--- config.mk ---
export PLATFORM = sky130hd
export DESIGN_NAME = asram_ctrl
export DESIGN_NICKNAME = d
export VERILOG_FILES = /design/src/rtl/asram_pkg.sv /design/src/rtl/asram_bus_guard.sv /design/src/rtl/asram_rd_path.sv /design/src/rtl/asram_seq.sv /design/src/rtl/asram_ctrl.sv
export SDC_FILE = /design/constraint.sdc
export NUM_CORES = 1
export LEC_CHECK = 0
export BUFFER_PORTS_ARGS = -buffer_cell sky130_fd_sc_hd__clkbuf_2
export CELL_PAD_IN_SITES_DETAIL_PLACEMENT = 1
export CELL_PAD_IN_SITES_GLOBAL_PLACEMENT = 1
export CORE_MARGIN = 4
export CORE_UTILIZATION = 38
export CTS_BUF_LIST = sky130_fd_sc_hd__clkbuf_8 sky130_fd_sc_hd__clkbuf_16
export DETAILED_ROUTE_END_ITERATION = 10
export MAX_ROUTING_LAYER = met4
export PLACE_DENSITY = 0.84
export SLEW_MARGIN = 10
export SYNTH_ARGS = -nofsm -noshare
export SYNTH_HDL_FRONTEND = slang
export SYNTH_HIERARCHICAL = 1
export SYNTH_SLANG_ARGS = --single-unit
--- constraint.sdc ---
create_clock -name clk -period 3.2 [get_ports clk]
set_input_delay 0.16 -clock clk [delete_from_list [all_inputs] [get_ports clk]]
set_output_delay 0.16 -clock clk [all_outputs]
set_load 0.01 [all_outputs]
--- src/rtl/asram_pkg.sv ---
`timescale 1ns/1ps
package asram_pkg;

  localparam int DATA_W = 16;
  localparam int LANE_N = 2;

  typedef enum logic [2:0] {
    ST_IDLE   = 3'd0,
    ST_READ   = 3'd1,
    ST_WSETUP = 3'd2,
    ST_WPULSE = 3'd3,
    ST_WREC   = 3'd4
  } seq_state_e;

  // Whole clocks covering a time, never fewer than one.
  function automatic int clocks_for(input int t_ps, input int clk_ps);
    int n;
    n = (t_ps + clk_ps - 1) / clk_ps;
    if (n < 1) n = 1;
    return n;
  endfunction

  function automatic int imax(input int a, input int b);
    return (a > b) ? a : b;
  endfunction

  // Strobe-low time of a read: the later of address access and output-enable
  // access, stretched to the full cycle time.
  function automatic int read_clocks(input int t_acc_ps, input int t_oe_ps,
                                     input int t_cyc_ps, input int clk_ps);
    return imax(clocks_for(imax(t_acc_ps, t_oe_ps), clk_ps),
                clocks_for(t_cyc_ps, clk_ps));
  endfunction

  // Write-enable low clocks: pulse width and data setup alone, and the
  // select/address and lane setups less the clocks already spent in setup.
  function automatic int pulse_clocks(input int t_pw_ps, input int t_ds_ps,
                                      input int t_as_ps, input int t_ls_ps,
                                      input int su_clk, input int clk_ps);
    int n;
    n = imax(clocks_for(t_pw_ps, clk_ps), clocks_for(t_ds_ps, clk_ps));
    n = imax(n, clocks_for(t_as_ps, clk_ps) - su_clk);
    n = imax(n, clocks_for(t_ls_ps, clk_ps) - su_clk);
    return imax(n, 1);
  endfunction

  function automatic int recovery_clocks(input int t_cyc_ps, input int su_clk,
                                         input int pw_clk, input int clk_ps);
    return imax(1, clocks_for(t_cyc_ps, clk_ps) - su_clk - pw_clk);
  endfunction

endpackage

--- src/rtl/asram_bus_guard.sv ---
`timescale 1ns/1ps
module asram_bus_guard #(
  parameter int TURN_CYC = 5
) (
  input  logic clk,
  input  logic rst_n,
  input  logic mem_outen_n,
  input  logic mem_dq_oe,
  output logic bus_free
);
  localparam int QW = $clog2(TURN_CYC + 1) + 1;
  localparam logic [QW-1:0] TURN_Q = QW'(TURN_CYC);

  logic [QW-1:0] quiet_q;

  // Clocks seen with output enable high, saturating at the release time.
  always_ff @(posedge clk) begin
    if (!rst_n) begin
      quiet_q <= TURN_Q;
    end else if (!mem_outen_n) begin
      quiet_q <= '0;
    end else if (quiet_q < TURN_Q) begin
      quiet_q <= quiet_q + 1'b1;
    end
  end

  assign bus_free = (quiet_q >= TURN_Q);

  AST_NO_CONTENTION: assert property (@(posedge clk) disable iff (!rst_n)
    mem_dq_oe |-> (mem_outen_n && bus_free));

endmodule

--- src/rtl/asram_rd_path.sv ---
`timescale 1ns/1ps
module asram_rd_path
  import asram_pkg::*;
(
  input  logic              clk,
  input  logic              rst_n,
  input  logic              cap_now,
  input  logic [DATA_W-1:0] mem_dq_in,
  output logic              rsp_valid,
  output logic [DATA_W-1:0] rsp_rdata
);

  always_ff @(posedge clk) begin
    if (!rst_n) begin
      rsp_valid <= 1'b0;
      rsp_rdata <= '0;
    end else begin
      rsp_valid <= cap_now;
      if (cap_now) rsp_rdata <= mem_dq_in;
    end
  end

  AST_RSP_SINGLE: assert property (@(posedge clk) disable iff (!rst_n)
    rsp_valid |=> !rsp_valid);

endmodule

--- src/rtl/asram_seq.sv ---
`timescale 1ns/1ps
module asram_seq
  import asram_pkg::*;
#(
  parameter int ADDR_W  = 20,
  parameter int RD_CYC  = 14,
  parameter int SU_CYC  = 1,
  parameter int PW_CYC  = 11,
  parameter int REC_CYC = 2
) (
  input  logic              clk,
  input  logic              rst_n,
  input  logic              req_valid,
  input  logic              req_write,
  input  logic [ADDR_W-1:0] req_addr,
  input  logic [DATA_W-1:0] req_wdata,
  input  logic [LANE_N-1:0] req_mask,
  input  logic              bus_free,
  output logic              req_ready,
  output logic              cap_now,
  output logic [ADDR_W-1:0] mem_addr,
  output logic              mem_sel_n,
  output logic              mem_sel_p,
  output logic              mem_outen_n,
  output logic              mem_wren_n,
  output logic              mem_blo_n,
  output logic              mem_bhi_n,
  output logic [DATA_W-1:0] mem_dq_out,
  output logic              mem_dq_oe
);
  localparam int CNT_MAX = imax(imax(RD_CYC, PW_CYC), imax(SU_CYC, REC_CYC));
  localparam int CNT_W   = $clog2(CNT_MAX + 1) + 1;
  localparam logic [CNT_W-1:0] RD_LOAD  = CNT_W'(RD_CYC - 1);
  localparam logic [CNT_W-1:0] SU_LOAD  = CNT_W'(SU_CYC - 1);
  localparam logic [CNT_W-1:0] PW_LOAD  = CNT_W'(PW_CYC - 1);
  localparam logic [CNT_W-1:0] REC_LOAD = CNT_W'(REC_CYC - 1);
  localparam logic [CNT_W:0]   LEN_SAT  = {1'b0, {CNT_W{1'b1}}};

  seq_state_e       state_q;
  logic [CNT_W-1:0] cnt_q;
  logic             cnt_done;
  logic             accept;
  logic             start_rd;
  logic             start_wr;
  logic             selected;
  logic             any_lane;
  logic [CNT_W:0]   we_len_q;

  // Named events, shared by the sequencer and its assertions.
  assign req_ready = (state_q == ST_IDLE);
  assign accept    = req_valid && req_ready;
  assign start_rd  = accept && !req_write;
  assign start_wr  = accept && req_write && (req_mask != '0);
  assign cnt_done  = (cnt_q == '0);
  assign cap_now   = (state_q == ST_READ) && cnt_done;
  assign selected  = !mem_sel_n && mem_sel_p;
  assign any_lane  = !(mem_blo_n && mem_bhi_n);

  always_ff @(posedge clk) begin
    if (!rst_n) begin
      state_q     <= ST_IDLE;
      cnt_q       <= '0;
      mem_addr    <= '0;
      mem_sel_n   <= 1'b1;
      mem_sel_p   <= 1'b0;
      mem_outen_n <= 1'b1;
      mem_wren_n  <= 1'b1;
      mem_blo_n   <= 1'b1;
      mem_bhi_n   <= 1'b1;
      mem_dq_out  <= '0;
      mem_dq_oe   <= 1'b0;
    end else begin
      unique case (state_q)
        ST_IDLE: begin
          if (start_rd) begin
            mem_addr    <= req_addr;
            mem_sel_n   <= 1'b0;
            mem_sel_p   <= 1'b1;
            mem_outen_n <= 1'b0;
            mem_blo_n   <= 1'b0;
            mem_bhi_n   <= 1'b0;
            cnt_q       <= RD_LOAD;
            state_q     <= ST_READ;
          end else if (start_wr) begin
            mem_addr   <= req_addr;
            mem_sel_n  <= 1'b0;
            mem_sel_p  <= 1'b1;
            mem_blo_n  <= !req_mask[0];
            mem_bhi_n  <= !req_mask[1];
            mem_dq_out <= req_wdata;
            cnt_q      <= SU_LOAD;
            state_q    <= ST_WSETUP;
          end
        end
        ST_READ: begin
          if (cnt_done) begin
            mem_sel_n   <= 1'b1;
            mem_sel_p   <= 1'b0;
            mem_outen_n <= 1'b1;
            mem_blo_n   <= 1'b1;
            mem_bhi_n   <= 1'b1;
            state_q     <= ST_IDLE;
          end else begin
            cnt_q <= cnt_q - 1'b1;
          end
        end
        ST_WSETUP: begin
          if (bus_free) mem_dq_oe <= 1'b1;
          if (!cnt_done) begin
            cnt_q <= cnt_q - 1'b1;
          end else if (mem_dq_oe) begin
            mem_wren_n <= 1'b0;
            cnt_q      <= PW_LOAD;
            state_q    <= ST_WPULSE;
          end
        end
        ST_WPULSE: begin
          if (cnt_done) begin
            mem_wren_n <= 1'b1;
            cnt_q      <= REC_LOAD;
            state_q    <= ST_WREC;
          end else begin
            cnt_q <= cnt_q - 1'b1;
          end
        end
        ST_WREC: begin
          if (cnt_done) begin
            mem_sel_n <= 1'b1;
            mem_sel_p <= 1'b0;
            mem_blo_n <= 1'b1;
            mem_bhi_n <= 1'b1;
            mem_dq_oe <= 1'b0;
            state_q   <= ST_IDLE;
          end else begin
            cnt_q <= cnt_q - 1'b1;
          end
        end
        default: state_q <= ST_IDLE;
      endcase
    end
  end

  // Length of the current write-enable low pulse, for the pulse-width check.
  always_ff @(posedge clk) begin
    if (!rst_n) begin
      we_len_q <= '0;
    end else if (mem_wren_n) begin
      we_len_q <= '0;
    end else if (we_len_q < LEN_SAT) begin
      we_len_q <= we_len_q + 1'b1;
    end
  end

  AST_SEL_OPPOSITE: assert property (@(posedge clk) disable iff (!rst_n)
    mem_sel_n == !mem_sel_p);
  AST_READY_IDLE: assert property (@(posedge clk) disable iff (!rst_n)
    req_ready |-> !selected);
  AST_ADDR_HELD: assert property (@(posedge clk) disable iff (!rst_n)
    (selected && $past(selected)) |-> $stable(mem_addr));
  AST_READ_LANES: assert property (@(posedge clk) disable iff (!rst_n)
    !mem_outen_n |-> (!mem_blo_n && !mem_bhi_n));
  AST_WE_QUALIFIED: assert property (@(posedge clk) disable iff (!rst_n)
    !mem_wren_n |-> (selected && any_lane && mem_dq_oe));
  AST_WE_ENDS_WRITE: assert property (@(posedge clk) disable iff (!rst_n)
    $rose(mem_wren_n) |-> (selected && any_lane));
  AST_WE_PULSE_LEN: assert property (@(posedge clk) disable iff (!rst_n)
    $rose(mem_wren_n) |-> (we_len_q >= (CNT_W+1)'(PW_CYC)));
  AST_OE_OFF_IN_WRITE: assert property (@(posedge clk) disable iff (!rst_n)
    !mem_wren_n |-> mem_outen_n);
  AST_EMPTY_MASK: assert property (@(posedge clk) disable iff (!rst_n)
    (accept && req_write && (req_mask == '0)) |=> (req_ready && !selected));

endmodule

--- src/rtl/asram_ctrl.sv ---
`timescale 1ns/1ps
module asram_ctrl
  import asram_pkg::*;
#(
  parameter int ADDR_W      = 20,
  parameter int CLK_PS      = 4000,
  parameter int T_CYCLE_PS  = 55000,
  parameter int T_ACC_PS    = 55000,
  parameter int T_OEACC_PS  = 25000,
  parameter int T_ASU_PS    = 0,
  parameter int T_PW_PS     = 40000,
  parameter int T_SELSU_PS  = 40000,
  parameter int T_LANESU_PS = 45000,
  parameter int T_DSU_PS    = 25000,
  parameter int T_RELEASE_PS = 20000
) (
  input  logic              clk,
  input  logic              rst_n,
  input  logic              req_valid,
  output logic              req_ready,
  input  logic              req_write,
  input  logic [ADDR_W-1:0] req_addr,
  input  logic [15:0]       req_wdata,
  input  logic [1:0]        req_mask,
  output logic              rsp_valid,
  output logic [15:0]       rsp_rdata,
  output logic [ADDR_W-1:0] mem_addr,
  output logic              mem_sel_n,
  output logic              mem_sel_p,
  output logic              mem_outen_n,
  output logic              mem_wren_n,
  output logic              mem_blo_n,
  output logic              mem_bhi_n,
  output logic [15:0]       mem_dq_out,
  output logic              mem_dq_oe,
  input  logic [15:0]       mem_dq_in
);
  localparam int RD_CYC   = read_clocks(T_ACC_PS, T_OEACC_PS, T_CYCLE_PS, CLK_PS);
  localparam int SU_CYC   = clocks_for(T_ASU_PS, CLK_PS);
  localparam int PW_CYC   = pulse_clocks(T_PW_PS, T_DSU_PS, T_SELSU_PS, T_LANESU_PS,
                                         SU_CYC, CLK_PS);
  localparam int REC_CYC  = recovery_clocks(T_CYCLE_PS, SU_CYC, PW_CYC, CLK_PS);
  localparam int TURN_CYC = clocks_for(T_RELEASE_PS, CLK_PS);

  logic bus_free;
  logic cap_now;

  asram_seq #(
    .ADDR_W (ADDR_W),
    .RD_CYC (RD_CYC),
    .SU_CYC (SU_CYC),
    .PW_CYC (PW_CYC),
    .REC_CYC(REC_CYC)
  ) u_seq (
    .clk        (clk),
    .rst_n      (rst_n),
    .req_valid  (req_valid),
    .req_write  (req_write),
    .req_addr   (req_addr),
    .req_wdata  (req_wdata),
    .req_mask   (req_mask),
    .bus_free   (bus_free),
    .req_ready  (req_ready),
    .cap_now    (cap_now),
    .mem_addr   (mem_addr),
    .mem_sel_n  (mem_sel_n),
    .mem_sel_p  (mem_sel_p),
    .mem_outen_n(mem_outen_n),
    .mem_wren_n (mem_wren_n),
    .mem_blo_n  (mem_blo_n),
    .mem_bhi_n  (mem_bhi_n),
    .mem_dq_out (mem_dq_out),
    .mem_dq_oe  (mem_dq_oe)
  );

  asram_bus_guard #(.TURN_CYC(TURN_CYC)) u_guard (
    .clk        (clk),
    .rst_n      (rst_n),
    .mem_outen_n(mem_outen_n),
    .mem_dq_oe  (mem_dq_oe),
    .bus_free   (bus_free)
  );

  asram_rd_path u_rd (
    .clk      (clk),
    .rst_n    (rst_n),
    .cap_now  (cap_now),
    .mem_dq_in(mem_dq_in),
    .rsp_valid(rsp_valid),
    .rsp_rdata(rsp_rdata)
  );

endmodule

==> key figures <==
Yosys
  • Seq/Total Area, Yosys: 46.6%
  • Yosys cell types: 45
  • Synth Instances: 355
  • Syn_nets: 417
  • Synth area leader: dfxtp_1
  • Synth cell count leaders: nand2_1 (87), dfxtp_1 (72), a21boi_0 (39)
  • Main synth FF type: dfxtp_1
  • Synth Warn #: 6
  • Synth top area share: 46.6%
  • Fraction of registers with async set/reset: 0%
  • Syn_area_per_cell: 8.71 µm²
  • Number of synthesized flops with an enable pin: 0
  • Top cells by area, synth: dfxtp_1 (47%), nand2_1 (11%), a21boi_0 (9.5%), mux2i_1 (5.8%), nor2b_1 (3.4%)
  • Flops & latches, synth: 72
  • Top-count cell post-synth: nand2_1
  • Mapped cell area: 3090 µm²

STA
  • Setup TNS: 0 ns
  • Layout Skew: 0.0108 ns
  • Fmax achieved: 423 MHz
  • Worst-Margin Slew: 0.974 ns
  • Min Hold Slack: 0.0441 ns
  • Slew HR: 34.1%
  • Final setup viols: 0
  • Min Tclk post-route: 2.36 ns
  • Endpoints failing hold: 0
  • Final worst slack: 0.835 ns
  • Period utilization: 73.9%
  • Pins Over Slew Limit: 0
  • Unrepaired setup endpoints after global routing: false

Clocking
  • CTS tree: yes
  • # Post-CTS Setup Buffers: 0
  • Max Root-Sink Buffers: 2
  • Clock sinks: 72
  • Insertion delay to the later sink of the worst-skew pair: 0.33 ns
  • Reg clk slew, reported paths: 0.09 ns
  • Hold_buf cts: 0
  • # resized after CTS: 0
  • Max H-tree Level: 3
  • CTS buffer count: 9
  • Clk root buf: clkbuf_8

Detailed routing
  • Via count: 2,859
  • Via-to-Cell Ratio: 4.99
  • DRC Markers: 0
  • Initial DRT Pass Iterations: 5
  • Routed Antenna Nets: 0
  • Initial drt markers: 69
  • Routed WL per cell: 15.0 µm
  • Drt total wl: 8580 µm

Min path
  • Hold Path End: u_seq/mem_dq_out[10]
  • HP Class: in2reg
  • Hold-critical path depth: 3
  • Hold Crit Start: req_wdata[10]

Cells and area
  • Layout cells sized above 1: 31.0%
  • Finished Cell Area: 3930 µm²
  • Area growth, synth to finish: 27.2%
  • ANT cells: 0
  • Final Net Count: 528
  • Final non-filler cell total: 573

Die
  • Die area: 9640 µm²
  • Initial Utilization: 39.6%
  • I/O pin total: 119
  • Die X: 98.2 µm
  • Cell row count: 32
  • Core ar.: 7810 µm²
  • Die height: 98.2 µm

Setup path
  • Crit Path Max Fanout: 6
  • Worst path cell trace: inv_1 -> ha_1 -> nor4b_1 -> nand2_1 -> a2111oi_0 -> nor3_1 -> nor2_1
  • Slowest CP cell: nor4b_1
  • Reg2reg end: u_seq/cnt_q[3]
  • Critical Path RT: 3.46 ns
  • Crit path max-delay family: simple AND/OR/NAND/NOR gates
  • Crit Path Category: reg2reg
  • FF-to-FF Start: u_seq/cnt_q[0]
  • Startpoint class of the critical path: flip-flop
  • CP Buf/Inv Count: 1
  • R2R depth: 7
  • Crit end category: flip-flop
  • CP max stage delay: 0.80 ns
  • Data arrival time of the critical path: 2.63 ns
  • Flop-to-flop setup slack: 0.84 ns
  • Levels on crit path: 7

Global route
  • First-pass GRT wire length: 14,200 µm
  • GRT Residual Overflow: 0
  • Vias in the first global route: 2,991
  • Initial antenna violation count: 0
  • Maximum number of pins on one net before global-route repair: 40
  • Total GRT Usage: 18.2%

Power
  • LEAKAGE: 0.00168 µW
  • P per Cell Area: 789 nW/µm²
  • Worst vdd ir: 350 µV

Placement
  • Routability-driven placement congestion ratio: 0.869
  • Place WS: 0.909 ns
  • Placed instance area: 3730 µm²
  • DPL Wire Length: 6380 µm
  • # port buffers: 118
  • Placed Instances: 557

Outcome
  • Status: complete, no violations

Job
  • Max Cap Viol: 0
-- metrics by stage --
| stage | total power, µW | utilization, % |
|---|---|---|
| after floorplan | 2050 | - |
| after global placement | 2350 | 47.8 |
| after detailed placement | 2410 | 47.8 |
| after CTS | 3130 | 50.3 |
| after global routing | 3330 | 50.3 |
| final | 3100 | 50.3 |
-- power by group --
group	switching, µW	internal, µW
registers	163	1070
logic	688	474
clock network	349	360
total	1200	1900
-- cells in the final DEF (no fill, tap or decap), drive strengths merged, types with 2 or more instances in the layout --
| master | synthesis | final |
|---|---|---|
| clkbuf | 18 | 127 |
| nand2 | 87 | 87 |
| dfxtp | 72 | 72 |
| a21boi | 40 | 40 |
| o21ai | 19 | 19 |
| mux2i | 18 | 18 |
| nor2b | 17 | 17 |
| inv | 12 | 14 |
| a21oi | 9 | 9 |
| nor3 | 8 | 8 |
| nand3 | 7 | 7 |
| buf | 4 | 4 |
| nand4 | 4 | 4 |
| ha | 4 | 4 |
| or3 | 4 | 4 |
| nor2 | 4 | 4 |
| clkinvlp | 0 | 2 |
| nor3b | 2 | 2 |
| nor4b | 2 | 2 |
| o311ai | 2 | 2 |
| o211a | 2 | 2 |
| o22ai | 2 | 2 |
| clkinv | 0 | 2 |
| nand2b | 2 | 2 |
-- state kept, by name (all words and copies together) (netlist names) --
signal,count
u_guard/quiet_q,4
u_rd/rsp_rdata,16
u_rd/rsp_valid,1
u_seq/cnt_q,5
u_seq/mem_addr,20
u_seq/mem_bhi_n,1
u_seq/mem_blo_n,1
u_seq/mem_dq_oe,1
u_seq/mem_dq_out,16
u_seq/mem_outen_n,1
u_seq/mem_sel_n,1
u_seq/mem_sel_p,1
u_seq/mem_wren_n,1
u_seq/state_q,3
-- how the worst max path moves through the flow --
stage,end,from,slack (ns)
2_1_floorplan,u_seq/cnt_q[3],u_seq/cnt_q[0],1.08
3_3_place_gp,u_seq/cnt_q[3],u_seq/cnt_q[0],1.01
3_5_place_dp,u_seq/cnt_q[0],u_seq/cnt_q[0],0.91
4_1_cts,u_seq/cnt_q[3],u_seq/cnt_q[0],0.87
5_1_grt,u_seq/cnt_q[3],u_seq/cnt_q[0],0.64
6_report,u_seq/cnt_q[3],u_seq/cnt_q[0],0.84
-- layer usage --
metal / vias to the layer above / GRT usage [%] / wire length [µm]
met3: 2 / 4.29 / 447
met4: 0 / 5.46 / 44
met5: - / - / 0
met1: 1349 / 21.7 / 3750
met2: 76 / 30.6 / 4330
li1: 1432 / - / -
-- cells by family (layout without fill, tap and decap cells) --
| kind of cell | after synthesis | after routing | share of synthesized area (%) |
|---|---|---|---|
| buf+inv | 34 | 150 | 5.18 |
| fa+ha+maj | 4 | 4 | 1.62 |
| flops | 72 | 72 | 46.6 |
| simple gates | 145 | 145 | 22.6 |
| xor+xnor | 1 | 1 | 0.283 |
| mux | 18 | 18 | 5.83 |
| compound gates | 81 | 81 | 17.8 |
-- final cells by class --
cell class                      instances  area (µm²)
Timing Repair Buffer                  122         621
Clock buffer                            9         124
Tap cell                              102         128
Multi-Input combinational cell        249        1500
Clock inverter                          7        71.3
Inverter                               12        45.0
Fill cell                             983        3880
Sequential cell                        72        1440
-- worst min-delay path: cells and delay by family --
family / cells / cell delay, ns
AOI/OAI and AO/OA: 1 / 0.06
buffers and inverters: 1 / 0.08
and+or+nand+nor: 1 / 0.04
No activity file was read; power rests on OpenSTA's default activity.
